**src/rtl/fp_err_ignore.sv**
```systemverilog
module fp_err_ignore #(
  parameter int ADDR_W      = 16,
  parameter int DATA_W      = 8,
  parameter logic [ADDR_W-1:0] CLEAR_ADDR = 16'h00F0,
  parameter logic [ADDR_W-1:0] CTRL_ADDR  = 16'h00D0,
  parameter int EN_BIT      = 5,
  parameter int SYNC_STAGES = 2
) (
  input  logic              clk,
  input  logic              rst_n,
  input  logic              err_n,
  input  logic [ADDR_W-1:0] bus_addr,
  input  logic              bus_wr,
  input  logic              bus_rd,
  input  logic [DATA_W-1:0] bus_wdata,
  output logic [DATA_W-1:0] rdata,
  output logic              ignore_n
);

  localparam int LAST = SYNC_STAGES - 1;

  logic [LAST:0]       sync_q;
  logic [DATA_W-1:0]   ctrl_q;
  logic                hold_q;
  logic                err_s, en, wr_ok, clear_wr, ctrl_wr;

  assign err_s    = sync_q[LAST];
  assign en       = ctrl_q[EN_BIT];
  assign wr_ok    = bus_wr & ~bus_rd;
  assign clear_wr = wr_ok & (bus_addr == CLEAR_ADDR);
  assign ctrl_wr  = wr_ok & (bus_addr == CTRL_ADDR);

  always_ff @(posedge clk or negedge rst_n)
    if (!rst_n) sync_q <= '0;
    else        sync_q <= {sync_q[LAST-1:0], ~err_n};

  always_ff @(posedge clk or negedge rst_n)
    if (!rst_n)       ctrl_q <= '0;
    else if (ctrl_wr) ctrl_q <= bus_wdata;

  always_ff @(posedge clk or negedge rst_n)
    if (!rst_n)                 hold_q <= 1'b0;
    else if (!err_s || !en)     hold_q <= 1'b0;
    else if (clear_wr)          hold_q <= 1'b1;

  assign ignore_n = ~(hold_q & en);
  assign rdata    = (bus_rd && bus_addr == CTRL_ADDR) ? ctrl_q : '0;


  set_by_clear_write_chk: assert property (@(posedge clk) disable iff (!rst_n)
    $fell(ignore_n) |-> $past(bus_wr && !bus_rd && bus_addr == CLEAR_ADDR));


  no_set_without_error_chk: assert property (@(posedge clk) disable iff (!rst_n)
    $fell(ignore_n) |-> $past(err_s));


  release_on_negation_chk: assert property (@(posedge clk) disable iff (!rst_n)
    (!ignore_n && !err_s) |=> ignore_n);


  hold_while_error_chk: assert property (@(posedge clk) disable iff (!rst_n)
    (!ignore_n && err_s && !ctrl_wr) |=> !ignore_n);


  enable_clear_release_chk: assert property (@(posedge clk) disable iff (!rst_n)
    (ctrl_wr && !bus_wdata[EN_BIT]) |=> ignore_n);

endmodule

```
**config.mk**
```make
export PLATFORM = sky130hd
export DESIGN_NAME = fp_err_ignore
export DESIGN_NICKNAME = d
export VERILOG_FILES = /design/src/rtl/fp_err_ignore.sv
export SDC_FILE = /design/constraint.sdc
export NUM_CORES = 1
export LEC_CHECK = 0
export BUFFER_PORTS_ARGS = -buffer_cell sky130_fd_sc_hd__buf_2
export CORE_MARGIN = 3
export CORE_UTILIZATION = 42
export CTS_CLUSTER_SIZE = 28
export DETAILED_ROUTE_END_ITERATION = 6
export PLACE_DENSITY = 0.81
export SLEW_MARGIN = 10
export SYNTH_ARGS = -nofsm -noshare
export SYNTH_HDL_FRONTEND = slang
export SYNTH_SLANG_ARGS = --single-unit
export TNS_END_PERCENT = 50
```
**constraint.sdc**
```tcl
create_clock -name clk -period 2.3 [get_ports clk]
set_input_delay 0.23 -clock clk [delete_from_list [all_inputs] [get_ports clk]]
set_output_delay 0.23 -clock clk [all_outputs]
set_load 0.01 [all_outputs]
```
==> summary.md, run 1 <==
| Metric | Value |
|---|---|
| Vias in the first global route | `534` |
| RSZ-0062 raised after global routing | `no` |
| Met2 wire length | `668 µm` |
| Yosys reg bits | `11` |
| EDFF count, synth | `0` |
| Critical path class | `in -> out` |
| Crit-path slowest cell | `or4_4` |
| Drc violations | `0` |
| Critical Path Stages | `6` |
| Nets | `115` |
| Worst path max stage delay | `530 ps` |
| R2R depth | `1` |
| Clk pin slew, worst setup/hold paths | `60 ps` |
| Mapped cell area | `566 µm²` |
| Die height | `42.7 µm` |
| Gpl congestion | `0.677` |
| Iter 0 DRT Violations | `12` |
| Worst reg2reg startpoint | `ctrl_q[5]$_DFFE_PN0P_` |
| Max-slew headroom | `80.7%` |
| Pre-antenna DRT Iters | `4` |
| Routed met1 length | `466 µm` |
| CTS tree | `done` |
| Crit path max fanout | `8` |
| Post-CTS Resized | `0` |
| Cell Rows | `12` |
| Mux cell area share after synthesis | `17.3%` |
| Sequential cell area | `around 280 µm²` |
| Mapped Cells | `between 40 and 50` |
| Routed vias/inst | `4.86` |
| Commonest cells in the netlist | `11 x dfrtp_1, 8 x and2_1, 6 x mux2_2` |
| Sequential element share of the synthesized area | `48.7%` |
| Critical path arrival | `1610 ps` |
| Setup violations, final | `0` |
| Leading post-synthesis cells by cell area | `dfrtp_1 49%, mux2_2 12%, and2_1 8.8%` |
| Max Cap Violations | `0` |
| Initial Util | `47.7%` |
| Reg2reg setup slack | `1510 ps` |
| Mean Syn Cell Area | `about 13 µm²` |
| Placed Instances | `94` |
| Top-count cell post-synth | `dfrtp_1` |
| Maximum vdd drop | `0.000244 V` |
| Layout cell share with drive strength beyond 1 | `63.5%` |
| Critical path data required time | `about 2100 ps` |
| Dominant synthesized flop cell | `dfrtp_1` |
| Highest routed layer | `met4` |
| Post-DRT Antenna Nets | `0` |
| Synth async-reset ratio | `100%` |
| Final hold vios | `0` |
| First-pass GRT wire length | `between 2000 and 2500 µm` |
| Setup TNS Final | `0 ps` |
| CTS H-tree depth | `1` |
| Largest family of logic cells by synthesized area | `simple AND/OR/NAND/NOR gates` |
| CTS Buf Count | `3` |
| Post-synth top area cell | `dfrtp_1` |
| Die W | `42.7 µm` |
| Hold WC Path Type | `in -> reg` |
| Syn_nets | `72` |
| Area growth, synth to finish | `42.3%` |
| Compound-Gate Fraction of Synth Area | `0.885%` |
| Largest net degree at the start of global routing | `12` |
| Area share of fa/ha/maj cells after synthesis | `0%` |
| Critical path startpoint | `bus_addr[12]` |
| WP buf/inv | `2` |
| Synth Area in Simple Gates | `31.9%` |
| Initial antenna violation count | `0` |
| Final Skew | `around 0.20 ps` |
| Top Ports | `38` |
| Pwr dens | `447 nW/µm²` |
| Leakage | `around 0.45 nW` |
| Synth Area in XOR/XNOR | `0%` |
| Final worst path period share | `79.9%` |
| Worst slew pin tran | `around 290 ps` |
| Clock Sink Count | `11` |
| Critical path cell sequence | `buf_2, or4_4, nor2_4, and4_2, and2_1, buf_2` |
| Metal3 WL | `~110 µm` |
| Minimum clock period | `1840 ps` |
| Total track usage | `15.8%` |
| Synth unique cells | `17` |
| Post-CTS Setup Bufs | `0` |
| Type of origin of the critical path | `primary input` |
| Critical path's most frequent cell | `buf_2` |
| CP endpoint | `rdata[4]` |
| Clk root buf | `clkbuf_4` |
| Yosys top cell area share | `48.7%` |
| Placeable Area | `roughly 1200 µm²` |
| Area occupied by multi-input gates | `roughly 280 µm²` |
| Fin cells | `99` |
| Max Slew Vio Count | `0` |
| Max clock buf depth | `2` |
| I/O Buffers | `37` |
| Clk_lat worst skew | `260 ps` |
| R2r endpoint | `ctrl_q[5]$_DFFE_PN0P_` |
| Outcome | `complete, no violations` |
| Top delay family on crit path | `simple AND/OR/NAND/NOR gates` |
| ANT cells | `0` |
| WL/cell | `12.8 µm` |
| Worst Setup End Kind | `output pin` |
| Fmax | `544 MHz` |
| Via count | `481` |
| GR Overflow Total | `0` |
| Synth Warn # | `0` |
| Routed wire length | `about 1300 µm` |
| Core Util, Final | `67.8%` |
| Filler Cell Count | `101` |
| Die ar. | `between 1500 and 2000 µm²` |
## timing repair
action,CTS,global route
hold buffers,1,0
endpoints found under the setup margin,0,0
endpoints found under the hold margin,11,0
## registers in the layout, summed over array words and instances, names as in the netlist
name / flops
ctrl_q: 8
sync_q: 2
hold_q: 1
## through the flow
| stage | power (W) | setup WS [ps] | cell area [µm²] | hold WS, ps |
|---|---|---|---|---|
| finish | 0.000359 | 462 | 805 | 106 |
| global route | 0.000382 | 381 | 805 | 94.1 |
| CTS | 0.000366 | 448 | 805 | 96.0 |
| detailed placement | 0.000235 | 448 | 768 | 103 |
| global placement | 0.000234 | 475 | 768 | 104 |
| floorplan | 0.000207 | 715 | 566 | -65.6 |
## power by group
group	switching [W]	total, W	internal, W
combinational	0.0000151	0.0000371	0.0000220
sequential	0.000000371	0.000196	0.000195
clock	0.0000597	0.000127	0.0000671
## cell families after synthesis
kind of cell | after synthesis
mux | 8
compound gates | 1
simple gates | 21
flops | 11
buf+inv | 2
## cells in the final DEF (no fill, tap or decap), drive strengths merged
cell and count:
a21oi 1, and2 8, and4 1, buf 37
clkbuf 4, dfrtp 11, dlygate4sd3 1, inv 2
mux2 8, nand2 2, nand3b 1, nand4 2
nor2 2, nor2b 1, nor4b 1, nor4bb 1
or4 2
## worst min-delay path by stage
| stage | startpoint | to | slack, ps | cells after the start |
|---|---|---|---|---|
| final | err_n | sync_q[0]$_DFF_PN0_ | 110 | 2 |
| after global routing | err_n | sync_q[0]$_DFF_PN0_ | 90 | 2 |
| after CTS | err_n | sync_q[0]$_DFF_PN0_ | 100 | 2 |
| after detailed placement | rst_n | ctrl_q[2]$_DFFE_PN0P_ | 100 | 1 |
| after global placement | rst_n | ctrl_q[2]$_DFFE_PN0P_ | 100 | 1 |
| after floorplan | rst_n | ctrl_q[0]$_DFFE_PN0P_ | -70 | 0 |
## area by class of cell
cell class              instances  share of cell area (%)
clock buffers                   4                    3.27
inverters                       2                   0.933
multi-input cells              30                    35.1
flip-flops and latches         11                    34.2
well taps                      14                    2.18
repair buffers                 38                    24.3
## layer usage
metal | global-route usage [%] | vias up
li1 | - | 236
met1 | 15.5 | 217
met2 | 29.3 | 24
met3 | 3.81 | 4
met4 | 9.32 | 0
met5 | 0 | -
Power figures use the tool's default switching activity.
==> run 2: changes to the inputs <==
--- a/config.mk
+++ b/config.mk
@@ -7,10 +7,10 @@
 export LEC_CHECK = 0
 export BUFFER_PORTS_ARGS = -buffer_cell sky130_fd_sc_hd__buf_2
 export CORE_MARGIN = 3
-export CORE_UTILIZATION = 42
+export CORE_UTILIZATION = 35
 export CTS_CLUSTER_SIZE = 28
 export DETAILED_ROUTE_END_ITERATION = 6
-export PLACE_DENSITY = 0.81
+export PLACE_DENSITY = 0.72
 export SLEW_MARGIN = 10
 export SYNTH_ARGS = -nofsm -noshare
 export SYNTH_HDL_FRONTEND = slang
==> constraint.sdc (replaced) <==
create_clock -name clk -period 1.5 [get_ports clk]
set_input_delay 0.15 -clock clk [delete_from_list [all_inputs] [get_ports clk]]
set_output_delay 0.15 -clock clk [all_outputs]
set_load 0.01 [all_outputs]
==> run 2 against run 1 <==
  * The flow now finishes with violations (setup timing)
  * Count of clock-buffer cells in the layout shrank 1
  * Clock skew grew 3.8 ps
  * Clock power grew 53%
  * Sequential power grew 53%
  * Hold slack lost 88 ps
  * Cell count grew 3.0%
  * Critical path type unchanged
==> summary.md, run 2 (synthesis results as in run 1) <==
| Metric | Value |
|---|---|
| Fin cells | `~100` |
| Final Power | `0.000556 W` |
| Worst slew pin tran | `~340 ps` |
| Sw Ratio | `21.8%` |
| RSZ-0062 raised after global routing | `yes` |
| Setup ws final | `-67.3 ps` |
| Placeable Area | `1400 µm²` |
| Max-slew headroom | `approximately 77%` |
| Minimum clock period | `1570 ps` |
| Clk pin slew, worst setup/hold paths | `70 ps` |
| Iter 0 DRT Violations | `2` |
| Switching pwr | `0.000121 W` |
| Routed wire length | `about 1400 µm` |
| Total track usage | `13.9%` |
| Final hold vios | `0` |
| Outcome | `finished with violations` |
| First-pass GRT wire length | `around 2000 µm` |
| Area growth, synth to finish | `57.7%` |
| Commonest non-fill, non-tap cells in the layout | `29 x buf_2, 11 x dfrtp_1, 9 x buf_6` |
| ANT cells | `0` |
| Final worst path period share | `104%` |
| Layout cell share with drive strength beyond 1 | `between 70% and 80%` |
| Clock Sink Count | `11` |
| Gpl congestion | `0.611` |
| Nets | `approximately 120` |
| Routed vias/inst | `4.92` |
| Final Skew | `between 4 and 5 ps` |
| Largest net degree at the start of global routing | `12` |
| Via count | `~500` |
| Worst hold slack | `17.7 ps` |
| Drc violations | `0` |
| Die W | `about 46 µm` |
| Pwr dens | `623 nW/µm²` |
| Initial antenna violation count | `0` |
| DP HPWL | `1080 µm` |
| Cell Rows | `13` |
| Filler Cell Count | `116` |
| Most common cell after layout, fill and taps aside | `buf_2` |
| Top Ports | `38` |
| Combinational Power Share | `11.2%` |
| Pre-antenna DRT Iters | `4` |
| Die ar. | `about 2100 µm²` |
| Critical path class | `in -> out` |
| CTS Buf Count | `3` |
| Max Cap Violations | `0` |
| Critical path data required time | `1350 ps` |
| Setup TNS Final | `-496 ps` |
| Die height | `approximately 46 µm` |
| Clk root buf | `clkbuf_4` |
| Maximum vdd drop | `0.000751 V` |
| Max clock buf depth | `2` |
| Setup violations, final | `8` |
| Placed Instances | `95` |
| Max FFs per register | `8` |
| Biggest regs | `ctrl_q: 8 flops, sync_q: 2 flops, hold_q: 1 flops` |
| Clk_lat worst skew | `about 260 ps` |
| WL/cell | `13.6 µm` |
| Flop pwr share | `53.9%` |
| Type of origin of the critical path | `primary input` |
| Worst Setup End Kind | `output pin` |
| Fmax | `638 MHz` |
| Initial Util | `between 40% and 50%` |
| Max Slew Vio Count | `0` |
| I/O Buffers | `37` |
| Vias in the first global route | `457` |
| Post-DRT Antenna Nets | `0` |
| GR Overflow Total | `0` |
| CTS H-tree depth | `1` |
| CTS tree | `done` |
| Hold WC Path Type | `in -> reg` |
| Crit path max fanout | `8` |
| Top reg by flops | `ctrl_q` |
| Violated checks | `setup timing` |
| Total internal power | `0.000435 W` |
| Core Util, Final | `roughly 64%` |
| Leakage | `0.479 nW` |
| Critical path arrival | `1420 ps` |
| Clock power share | `34.9%` |
==> run 2: changes by cell type in the layout (fill, tap and decap cells not counted), sizes merged <==
cell    delta
clkinv     +1
buf        +2
clkbuf     -1
==> run 2: area by class of cell <==
cell class | instances | area (µm²) | area share (%)
clock buffer | 3 | 22.5 | 2.52
clock inverter | 1 | 5.00 | 0.561
inverter | 2 | 7.51 | 0.842
multi-input combinational | 30 | 299 | 33.5
sequential | 11 | 275 | 30.9
tap | 15 | 18.8 | 2.10
timing repair buffer | 40 | 264 | 29.6
==> run 2: power by group through the flow <==
stage	clock network (W)	logic [W]	registers, W
6_report	0.000194	0.0000621	0.000300
5_1_grt	0.000223	0.0000671	0.000300
4_1_cts	0.000204	0.0000605	0.000300
3_5_place_dp	0	0.0000563	0.000305
3_3_place_gp	0	0.0000537	0.000305
2_1_floorplan	0	0.0000122	0.000305
==> run 2: final timing paths <==
check                                 startpoint  slack (ps)                    end  cells after the start
setup / recovery                     bus_addr[2]         -70               rdata[3]                      6
hold / removal                             err_n          20    sync_q[0]$_DFF_PN0_                      2
setup reg to reg           ctrl_q[5]$_DFFE_PN0P_         710  ctrl_q[5]$_DFFE_PN0P_                      1
hold reg to reg              sync_q[0]$_DFF_PN0_         350    sync_q[1]$_DFF_PN0_                      0
max in group asynchronous                  rst_n        1020     hold_q$_DFFE_PN0P_                      2
min in group asynchronous                  rst_n         280    sync_q[1]$_DFF_PN0_                      2
==> run 2: metrics by stage <==
stage / instance area [µm²] / setup slack [ps]
2_1_floorplan: 566 / 57.0
3_3_place_gp: 769 / -174
3_5_place_dp: 769 / -201
4_1_cts: 848 / -62.4
5_1_grt: 892 / -99.6
6_report: 892 / -67.3
==> run 2: repair_timing <==
| item | in CTS | in global routing |
|---|---|---|
| hold buffers | 1 | 0 |
| buffers inserted | 1 | 1 |
| resized for setup | 8 | 8 |
| setup endpoints to repair | 8 | 8 |
| endpoints found under the hold margin | 11 | 0 |
| pin swaps | 10 | 4 |
==> run 2: per-layer routing <==
layer / up-vias / routed length, µm / track usage (%)
met2: 20 / 774 / 23.9
met1: 238 / 513 / 15.4
met5: - / 0 / 0
met3: 2 / 94 / 6.25
met4: 0 / 9 / 3.41
li1: 242 / - / -
==> run 2: worst max-delay path, stage by stage <==
cell and delay, ps:
buf_6 90, or4_4 530, nor2_4 130, and4_4 270, and2_4 160, buf_6 90
